--- config.mk ---
export PLATFORM = sky130hd
export DESIGN_NAME = mexp_top
export DESIGN_NICKNAME = d
export VERILOG_FILES = /design/src/rtl/mexp_pkg.sv /design/src/rtl/mexp_mul.sv /design/src/rtl/mexp_rem.sv /design/src/rtl/mexp_ctrl.sv /design/src/rtl/mexp_top.sv
export SDC_FILE = /design/constraint.sdc
export NUM_CORES = 1
export LEC_CHECK = 0
export ABC_CLOCK_PERIOD_IN_PS = 2370
export CORE_MARGIN = 2
export CORE_UTILIZATION = 45
export CTS_CLUSTER_DIAMETER = 40
export DETAILED_ROUTE_END_ITERATION = 7
export HOLD_SLACK_MARGIN = 0.06
export PLACE_DENSITY = 0.68
export RECOVER_POWER = 100
export REMOVE_ABC_BUFFERS = 1
export SLEW_MARGIN = 20
export SYNTH_ARGS = -nofsm -noshare
export SYNTH_HDL_FRONTEND = slang
export SYNTH_SLANG_ARGS = --single-unit
--- constraint.sdc ---
create_clock -name clk -period 2.37 [get_ports clk]
set_clock_uncertainty 0.15 [all_clocks]
set_input_delay 0.474 -clock clk [delete_from_list [all_inputs] [get_ports clk]]
set_output_delay 0.474 -clock clk [all_outputs]
set_load 0.02 [all_outputs]
--- src/rtl/mexp_pkg.sv ---
package mexp_pkg;
  localparam int unsigned DW = 8;

  typedef enum logic [2:0] {
    ST_IDLE,
    ST_TEST,
    ST_MUL_R,
    ST_RED_R,
    ST_MUL_S,
    ST_RED_S,
    ST_FIN
  } mexp_state_e;
endpackage

--- src/rtl/mexp_mul.sv ---
module mexp_mul #(
  parameter int unsigned W = mexp_pkg::DW
) (
  input  logic           clk,
  input  logic           rst_n,
  input  logic           go,
  input  logic [W-1:0]   op_a,
  input  logic [W-1:0]   op_b,
  output logic           busy,
  output logic           done,
  output logic [2*W-1:0] prod
);
  localparam int unsigned CW = $clog2(W + 1);

  logic [W-1:0]  hi_q, lo_q, mcand_q;
  logic [CW-1:0] cnt_q;
  logic          run_q, done_q;

  // One step: add the multiplicand into the upper half when the low bit is
  // set, then shift the carry/upper/lower chain right by one position.
  function automatic logic [2*W-1:0] f_mul_step(input logic [W-1:0] hi,
                                                input logic [W-1:0] lo,
                                                input logic [W-1:0] mc);
    logic [W:0] acc;
    acc = {1'b0, hi} + (lo[0] ? {1'b0, mc} : '0);
    return {acc, lo[W-1:1]};
  endfunction

  always_ff @(posedge clk or negedge rst_n) begin
    if (!rst_n) begin
      hi_q    <= '0;
      lo_q    <= '0;
      mcand_q <= '0;
      cnt_q   <= '0;
      run_q   <= 1'b0;
      done_q  <= 1'b0;
    end else begin
      done_q <= 1'b0;
      if (go) begin
        hi_q    <= '0;
        lo_q    <= op_b;
        mcand_q <= op_a;
        cnt_q   <= CW'(W);
        run_q   <= 1'b1;
      end else if (run_q) begin
        {hi_q, lo_q} <= f_mul_step(hi_q, lo_q, mcand_q);
        cnt_q        <= cnt_q - 1'b1;
        if (cnt_q == CW'(1)) begin
          run_q  <= 1'b0;
          done_q <= 1'b1;
        end
      end
    end
  end

  assign busy = run_q;
  assign done = done_q;
  assign prod = {hi_q, lo_q};
endmodule

--- src/rtl/mexp_rem.sv ---
module mexp_rem #(
  parameter int unsigned W = mexp_pkg::DW
) (
  input  logic           clk,
  input  logic           rst_n,
  input  logic           go,
  input  logic [2*W-1:0] num,
  input  logic [W-1:0]   den,
  output logic           busy,
  output logic           done,
  output logic [W-1:0]   rem
);
  localparam int unsigned NS = 2 * W;
  localparam int unsigned CW = $clog2(NS + 1);

  logic [NS-1:0] dd_q;
  logic [W-1:0]  rm_q, dv_q;
  logic [CW-1:0] cnt_q;
  logic          run_q, done_q;
  logic [W:0]    step_w;

  // One restoring step: bring in the next dividend bit, trial-subtract the
  // divisor, keep the difference only if no borrow. Low bit = quotient bit.
  function automatic logic [W:0] f_div_step(input logic [W-1:0] r,
                                            input logic         nb,
                                            input logic [W-1:0] d);
    logic [W:0] sh;
    logic [W:0] diff;
    sh   = {r, nb};
    diff = sh - {1'b0, d};
    if (sh >= {1'b0, d}) return {diff[W-1:0], 1'b1};
    else                 return {sh[W-1:0], 1'b0};
  endfunction

  assign step_w = f_div_step(rm_q, dd_q[NS-1], dv_q);

  always_ff @(posedge clk or negedge rst_n) begin
    if (!rst_n) begin
      dd_q   <= '0;
      rm_q   <= '0;
      dv_q   <= '0;
      cnt_q  <= '0;
      run_q  <= 1'b0;
      done_q <= 1'b0;
    end else begin
      done_q <= 1'b0;
      if (go) begin
        dd_q  <= num;
        rm_q  <= '0;
        dv_q  <= den;
        cnt_q <= CW'(NS);
        run_q <= 1'b1;
      end else if (run_q) begin
        rm_q  <= step_w[W:1];
        dd_q  <= {dd_q[NS-2:0], step_w[0]};
        cnt_q <= cnt_q - 1'b1;
        if (cnt_q == CW'(1)) begin
          run_q  <= 1'b0;
          done_q <= 1'b1;
        end
      end
    end
  end

  assign busy = run_q;
  assign done = done_q;
  assign rem  = rm_q;
endmodule

--- src/rtl/mexp_ctrl.sv ---
module mexp_ctrl
  import mexp_pkg::*;
#(
  parameter int unsigned W = mexp_pkg::DW
) (
  input  logic           clk,
  input  logic           rst_n,
  input  logic           start,
  input  logic [W-1:0]   base,
  input  logic [W-1:0]   expo,
  input  logic [W-1:0]   modu,
  input  logic           mul_done,
  input  logic [2*W-1:0] mul_prod,
  input  logic           rem_done,
  input  logic [W-1:0]   rem_val,
  output logic           mul_go,
  output logic [W-1:0]   mul_a,
  output logic [W-1:0]   mul_b,
  output logic           rem_go,
  output logic [2*W-1:0] rem_num,
  output logic [W-1:0]   rem_den,
  output logic           busy,
  output logic           done,
  output logic [W-1:0]   result,
  output logic           err,
  output logic [W-1:0]   mod_q
);
  mexp_state_e st_q;
  logic [W-1:0] acc_q, sq_q, ex_q, m_q, res_q;
  logic         err_q;

  always_ff @(posedge clk or negedge rst_n) begin
    if (!rst_n) begin
      st_q  <= ST_IDLE;
      acc_q <= '0;
      sq_q  <= '0;
      ex_q  <= '0;
      m_q   <= '0;
      res_q <= '0;
      err_q <= 1'b0;
    end else begin
      unique case (st_q)
        ST_IDLE: if (start) begin
          sq_q  <= base;
          ex_q  <= expo;
          m_q   <= modu;
          acc_q <= W'(1);
          if (modu == '0) begin
            res_q <= '0;
            err_q <= 1'b1;
            st_q  <= ST_FIN;
          end else begin
            err_q <= 1'b0;
            st_q  <= ST_TEST;
          end
        end
        ST_TEST: begin
          if (ex_q == '0) begin
            res_q <= acc_q;
            st_q  <= ST_FIN;
          end else if (ex_q[0]) begin
            st_q <= ST_MUL_R;
          end else begin
            st_q <= ST_MUL_S;
          end
        end
        ST_MUL_R: if (mul_done) st_q <= ST_RED_R;
        ST_RED_R: if (rem_done) begin
          acc_q <= rem_val;
          st_q  <= ST_MUL_S;
        end
        ST_MUL_S: if (mul_done) st_q <= ST_RED_S;
        ST_RED_S: if (rem_done) begin
          sq_q <= rem_val;
          ex_q <= ex_q >> 1;
          st_q <= ST_TEST;
        end
        ST_FIN:  st_q <= ST_IDLE;
        default: st_q <= ST_IDLE;
      endcase
    end
  end

  // Multiplies are launched from the test state (either kind) or right
  // after the accumulator reduction (the squaring that always follows).
  always_comb begin
    mul_go  = ((st_q == ST_TEST) && (ex_q != '0)) ||
              ((st_q == ST_RED_R) && rem_done);
    mul_a   = ((st_q == ST_TEST) && ex_q[0]) ? acc_q : sq_q;
    mul_b   = sq_q;
    rem_go  = ((st_q == ST_MUL_R) || (st_q == ST_MUL_S)) && mul_done;
    rem_num = mul_prod;
    rem_den = m_q;
  end

  assign busy   = (st_q != ST_IDLE);
  assign done   = (st_q == ST_FIN);
  assign result = res_q;
  assign err    = err_q;
  assign mod_q  = m_q;
endmodule

--- src/rtl/mexp_top.sv ---
module mexp_top #(
  parameter int unsigned W = mexp_pkg::DW
) (
  input  logic         clk,
  input  logic         rst_n,
  input  logic         start,
  input  logic [W-1:0] base_i,
  input  logic [W-1:0] exp_i,
  input  logic [W-1:0] mod_i,
  output logic         busy_o,
  output logic         done_o,
  output logic [W-1:0] result_o,
  output logic         err_o
);
  logic           mul_go, mul_busy, mul_done;
  logic [W-1:0]   mul_a, mul_b;
  logic [2*W-1:0] mul_prod;
  logic           rem_go, rem_busy, rem_done;
  logic [2*W-1:0] rem_num;
  logic [W-1:0]   rem_den, rem_val, mod_q;

  mexp_ctrl #(.W(W)) u_ctrl (
    .clk(clk), .rst_n(rst_n), .start(start),
    .base(base_i), .expo(exp_i), .modu(mod_i),
    .mul_done(mul_done), .mul_prod(mul_prod),
    .rem_done(rem_done), .rem_val(rem_val),
    .mul_go(mul_go), .mul_a(mul_a), .mul_b(mul_b),
    .rem_go(rem_go), .rem_num(rem_num), .rem_den(rem_den),
    .busy(busy_o), .done(done_o), .result(result_o), .err(err_o),
    .mod_q(mod_q)
  );

  mexp_mul #(.W(W)) u_mul (
    .clk(clk), .rst_n(rst_n), .go(mul_go),
    .op_a(mul_a), .op_b(mul_b),
    .busy(mul_busy), .done(mul_done), .prod(mul_prod)
  );

  mexp_rem #(.W(W)) u_rem (
    .clk(clk), .rst_n(rst_n), .go(rem_go),
    .num(rem_num), .den(rem_den),
    .busy(rem_busy), .done(rem_done), .rem(rem_val)
  );
endmodule

### Word level (Yosys, flattened, before mapping)

Cells that the tools add are included.

* add/sub/neg operators: 4
* $lt $le $gt $ge: 1
* eq/ne operators: 15
* mux-type cells: 49
* reduce and logical (&&, ||, !) cells: 21

Operator list (number)
* $mux 8: 16
* $pmux 8 s2: 4
* $mux 16: 2
* $mux 3: 8
* $pmux 3 s6: 1
* $logic_not 8->1: 2
* $mux 1: 13
* $ne 2x1->1 const B: 6
* $mux 5: 2
* $reduce_bool 2->1: 5
* $add 8x9->9: 1
* $eq 3x3->1 const B: 3
* $ge 9x8->1: 1
* $mux 9: 1
* $mux 4: 2
* $reduce_bool 8->1: 1
* $sub 8x8->8: 1
* $eq 3x2->1 const B: 2
* $reduce_and 3->1: 2
* $eq 5x1->1 const B: 1
* $reduce_and 5->1: 1
* $sub 5x1->5 const B: 1
* $eq 4x1->1 const B: 1
* $logic_and 1x1->1: 4
* other kinds (8): 9

* flip-flop bits (word level): 113
* input bits: 27
* output and inout bits: 11
* logic and storage cells: 109

### Longest topological paths before layout

* depth after elaboration: 4
* gate-level depth with buffers: 9
* mapped depth without buffers: 9

### Modules after synthesis

Synthesis repeated with hierarchy kept, for this count alone.

* cells, all modules: 604
* area, all modules: 6178.4 um^2

Modules (own cells, without submodules)
* mexp_ctrl: instances 1, cells each 216, area each 2329.7 um^2, seq. area each 1101.1 um^2
* mexp_rem: instances 1, cells each 233, area each 2208.4 um^2, seq. area each 975.9 um^2
* mexp_mul: instances 1, cells each 155, area each 1640.3 um^2, seq. area each 750.7 um^2

### Worst setup path before layout

OpenSTA, ideal clock, no wires.

* kind: reg2reg
* from: register u_rem.rm_q[5], in the netlist u_rem.rem[5]
* to: register u_rem.rm_q[1], in the netlist u_rem.rem[1]
* library setup time: 0.077 ns
* arrival time: 1.919 ns
* data required time: 2.143 ns
* setup slack: 0.223 ns
* cell stages (with the launch flop): 8
* path buffers: 1
* period minus slack after synthesis: 2.147 ns
* cells stage by stage: dfrtp_1 -> ha_1 -> a21oi_1 -> o221ai_1 -> a21oi_1 -> buf_2 -> mux2_2 -> a21oi_1

* cells in the longest elaborated chain, start to end: 4

RTL lines
* from (decl): RTL line mexp_rem.sv:17 `logic [W-1:0] rm_q, dv_q;`
* from (signal assigned): RTL line mexp_rem.sv:54 `rm_q <= step_w[W:1];`
* $ge 9x8->1: RTL line mexp_rem.sv:31 `if (sh >= {1'b0, d}) return {diff[W-1:0], 1'b1};`
* $mux 9: RTL line mexp_rem.sv:31
* $mux 8: RTL line mexp_rem.sv:53 `end else if (run_q) begin`
* $mux 8: RTL line mexp_rem.sv:47 `if (go) begin`

No other way between the ends. The select of a mux whose other input is x is not followed.
A chain may end at the register's enable or synchronous reset.

### Final worst setup path

* from: register u_mul.lo_q[0]
* to: register u_mul.hi_q[7]

* cells in the longest elaborated chain, start to end: 4

RTL lines
* from (decl): RTL line mexp_mul.sv:15 `logic [W-1:0] hi_q, lo_q, mcand_q;`
* from (signal assigned): RTL line mexp_mul.sv:41 `lo_q <= op_b;`
* from (signal assigned): RTL line mexp_mul.sv:46 `{hi_q, lo_q} <= f_mul_step(hi_q, lo_q, mcand_q);`
* $mux 8: RTL line mexp_mul.sv:25 `acc = {1'b0, hi} + (lo[0] ? {1'b0, mc} : '0);`
* $add 8x9->9: RTL line mexp_mul.sv:25
* $mux 8: RTL line mexp_mul.sv:45 `end else if (run_q) begin`
* $mux 8: RTL line mexp_mul.sv:39 `if (go) begin`
* to (signal assigned): RTL line mexp_mul.sv:46
* to (decl): RTL line mexp_mul.sv:15

No other way between the ends. The select of a mux whose other input is x is not followed.

==> results.yml <==
floorplan:
  die_w_um: 118.5
  die_y_um: 118.5
  core_area_sq_um: 12720
  num_rows: 41
  start_util_pct: 46.33
  dieArea_sq_um: 14030
  ios: 38
global_route:
  grt_antenna_before_repair: 0
  grt_use_total_pct: 20.26
  grt_pass1_wl_um: 22470
  grt_max_degree: 114
  grt.overflow.total: 0
  first_global_vias: 4522
yosys:
  synth_top_area_share_pct: 47.97
  synthAdderAreaFrac_pct: 4.925
  netlist_top_cells_area: "dfrtp_1 48%, mux2i_1 9.2%, nand2_1 5.5%"
  seq_area_frac_synth_pct: 47.97
  synth-simple-area-share_pct: 14.60
  syn_inst: 591
  synth_area_per_cell_sq_um: 9.974
  netlist_area_sq_um: 5894
  yosysWarnings: 0
  async_flop_share_pct: 100.0
  synth_compound_area_share_pct: 14.71
  synth_top_cell_by_area: "dfrtp_1"
  ys_ff_latch: 113
  synth_top_family_by_area: "compound AO/OA/AOI/OAI gates"
  synth_mux_area_share_pct: 11.27
  synth_edf_count: 0
  synth_flop_cell: "dfrtp_1"
  synth_cell_types: 62
  synth_xor_area_share_pct: 1.932
power_and_ir_drop:
  p_sw_share_pct: 36.39
  fin_total_pwr_mw: 9.827
  pwr-share-seq_pct: 34.2
  netSwitchingPower_mw: 3.576
  power_density_nw_per_um2: 1375
  ir_drop_v: 0.0007922
  clkPwrFrac_pct: 28.0
  p_int_mw: 6.251
  power_leakage_nw: 3.255
  power_frac_comb_pct: 37.8
critical_path:
  cp.required_ps: 2530
  crit_start: "u_mul.lo_q[0]"
  cp-start-kind: "flop"
  r2r_end: "u_mul.hi_q[7]"
  critical_path_class: "reg -> reg"
  worstSetupEndpointType: "flop"
  path_max_fanout: 6
  arrival_ps: 2400
  reg2reg_slack_ps: 130
  ff2ff_path_depth: 8
  r2r_start: "u_mul.lo_q[0]"
final_layout:
  fin_util_pct: 56.18
  drive_gt1_share_pct: 13.26
  fillerInstances: 1160
  fin_nets: 692
  area_growth_syn_to_layout_pct: 21.25
  final_common_cell: "dfrtp_1"
  most-common-layout-cells: "110 x dfrtp_1, 91 x nand2_1, 66 x o21ai_0"
  antenna_cells: 0
detailed_routing:
  dr.first_iter.drc_count: 354
  first_pass_iters: 5
  via_count: 4467
  post_drt_via_cell_ratio: 5.395
  drc: 0
  postRouteAntennaNets: 0
  wire_per_inst_um: 16.12
  wl_um: 13350
sta:
  setup_viol: 0
  drv_slew: 0
  finalCriticalPeriod_ps: 2239
  rsz0062_at_grt: "no"
  slew_headroom_pct: 30.84
  min_period_over_period_pct: 94.48
  fmax_mhz: 446.6
  hold_violations: 0
  whs_ps: 324.3
  worst_slew_pin_slew_ps: 1037
clock_tree:
  clk_pin_slew_ps: 50
  cts_sinks: 113
  cts_made_buffers: 17
  h-tree-depth: 4
  cts_buffer_depth: 2
  cts_tree: "yes"
  insertion_delay_ps: 420
  clock-root-buffer: "clkbuf_16"
flow_run:
  maxCapViolCount: 0
worst_hold_path:
  hp-class: "reg -> reg"
  min_to: "u_mul.mcand_q[3]"
  hold_path_depth: 2
  hold_path_startpoint: "u_mul.mcand_q[3]"
placed_design:
  dp_hpwl_um: 9262
  routabilityCongestion: 0.8436
  io_buffers: 37
outcome:
  status: "completed"
==> timing repair <==
item / 4_1_cts / 5_1_grt
buffers inserted: 0 / 0
setup endpoints to repair: 2 / 14
hold endpoints to repair: 113 / 0
gates resized for setup: 4 / 6
hold buffers: 1 / 0
==> worst max-delay path by stage <==
stage	slack, ps	end
6_report	130	u_mul.hi_q[7]
5_1_grt	9	u_mul.hi_q[7]
4_1_cts	50	u_mul.hi_q[5]
3_5_place_dp	-40	u_ctrl.result[1]
3_3_place_gp	8	u_ctrl.result[6]
2_1_floorplan	-400	u_ctrl.ex_q[0]
==> per-layer routing <==
layer / vias up / track usage (%) / part of all wire, %
li1: 2185 / - / -
met1: 2181 / 27.19 / 45
met2: 93 / 32.48 / 49
met3: 8 / 4.875 / 5.0
met4: 0 / 6.399 / 0.87
met5: - / 0 / 0
==> worst max-delay path, cell delays in order (launching register included) <==
cell and delay [ps]:
dfrtp_1 430, and2_1 160, ha_1 180, inv_1 60, fa_1 400, nor2b_1 160
o31a_1 170, o21ai_1 120, a311oi_1 310
==> registers in the layout, summed over array words and instances, names as in the netlist, 3 cells and up <==
register	count
u_rem.dd_q	16
u_ctrl.acc_q	8
u_ctrl.ex_q	8
u_ctrl.mod_q	8
u_ctrl.mul_b	8
u_ctrl.result	8
u_mul.hi_q	8
u_mul.lo_q	8
u_mul.mcand_q	8
u_rem.dv_q	8
u_rem.rem	8
u_rem.cnt_q	5
u_mul.cnt_q	4
u_ctrl.st_q	3
==> stage by stage <==
stage	cell area, sq um	std cells	setup slack [ps]	TNS [ps]
5_1_grt	7147	828	8.801	0
2_1_floorplan	5718	560	-400.3	-6326
3_5_place_dp	6538	795	-41.47	-246.8
3_3_place_gp	6538	795	8.142	0
4_1_cts	7187	828	51.91	0
6_report	7147	828	130.9	0
==> area by class of cell <==
type	instances	area, sq um	share of cell area, %
inverter	25	93.84	1.313
clock buffer	22	484.2	6.775
sequential	113	2831	39.62
tap	172	215.2	3.011
clock inverter	10	155.1	2.171
multi-input combinational	422	2790	39.04
timing repair buffer	64	576.8	8.071
==> power groups by stage <==
stage	registers [mW]	logic (mW)	clock network, mW
3_5_place_dp	3.37	3.76	0
6_report	3.36	3.72	2.75
4_1_cts	3.36	3.79	2.77
2_1_floorplan	3.31	2.53	0
3_3_place_gp	3.34	3.63	0
5_1_grt	3.46	4.19	2.89
==> cells by family after synthesis <==
| kind of cell | count (synthesis) |
|---|---|
| buf+inv | 56 |
| xor+xnor | 13 |
| simple gates | 180 |
| mux | 65 |
| compound gates | 142 |
| flops | 113 |
| fa+ha+maj | 22 |
==> synth_stat cells (all sizes together), types with 2 or more instances <==
cell type	count
dfrtp	113
nand2	92
o21ai	74
mux2i	54
a21oi	30
nor2	30
inv	24
ha	20
clkbuf	18
buf	13
mux2	11
a22o	8
and2	7
nor3	7
xnor2	7
a211oi	6
nor4	6
xor2	6
and3	5
nand3	5
nor2b	5
nand2b	4
nand3b	4
a31oi	3
a32oi	3
or2	3
or4	3
a21o	2
fa	2
nand4b	2
nor4b	2
o21a	2
o311ai	2
(Power assumes the default switching activity.)
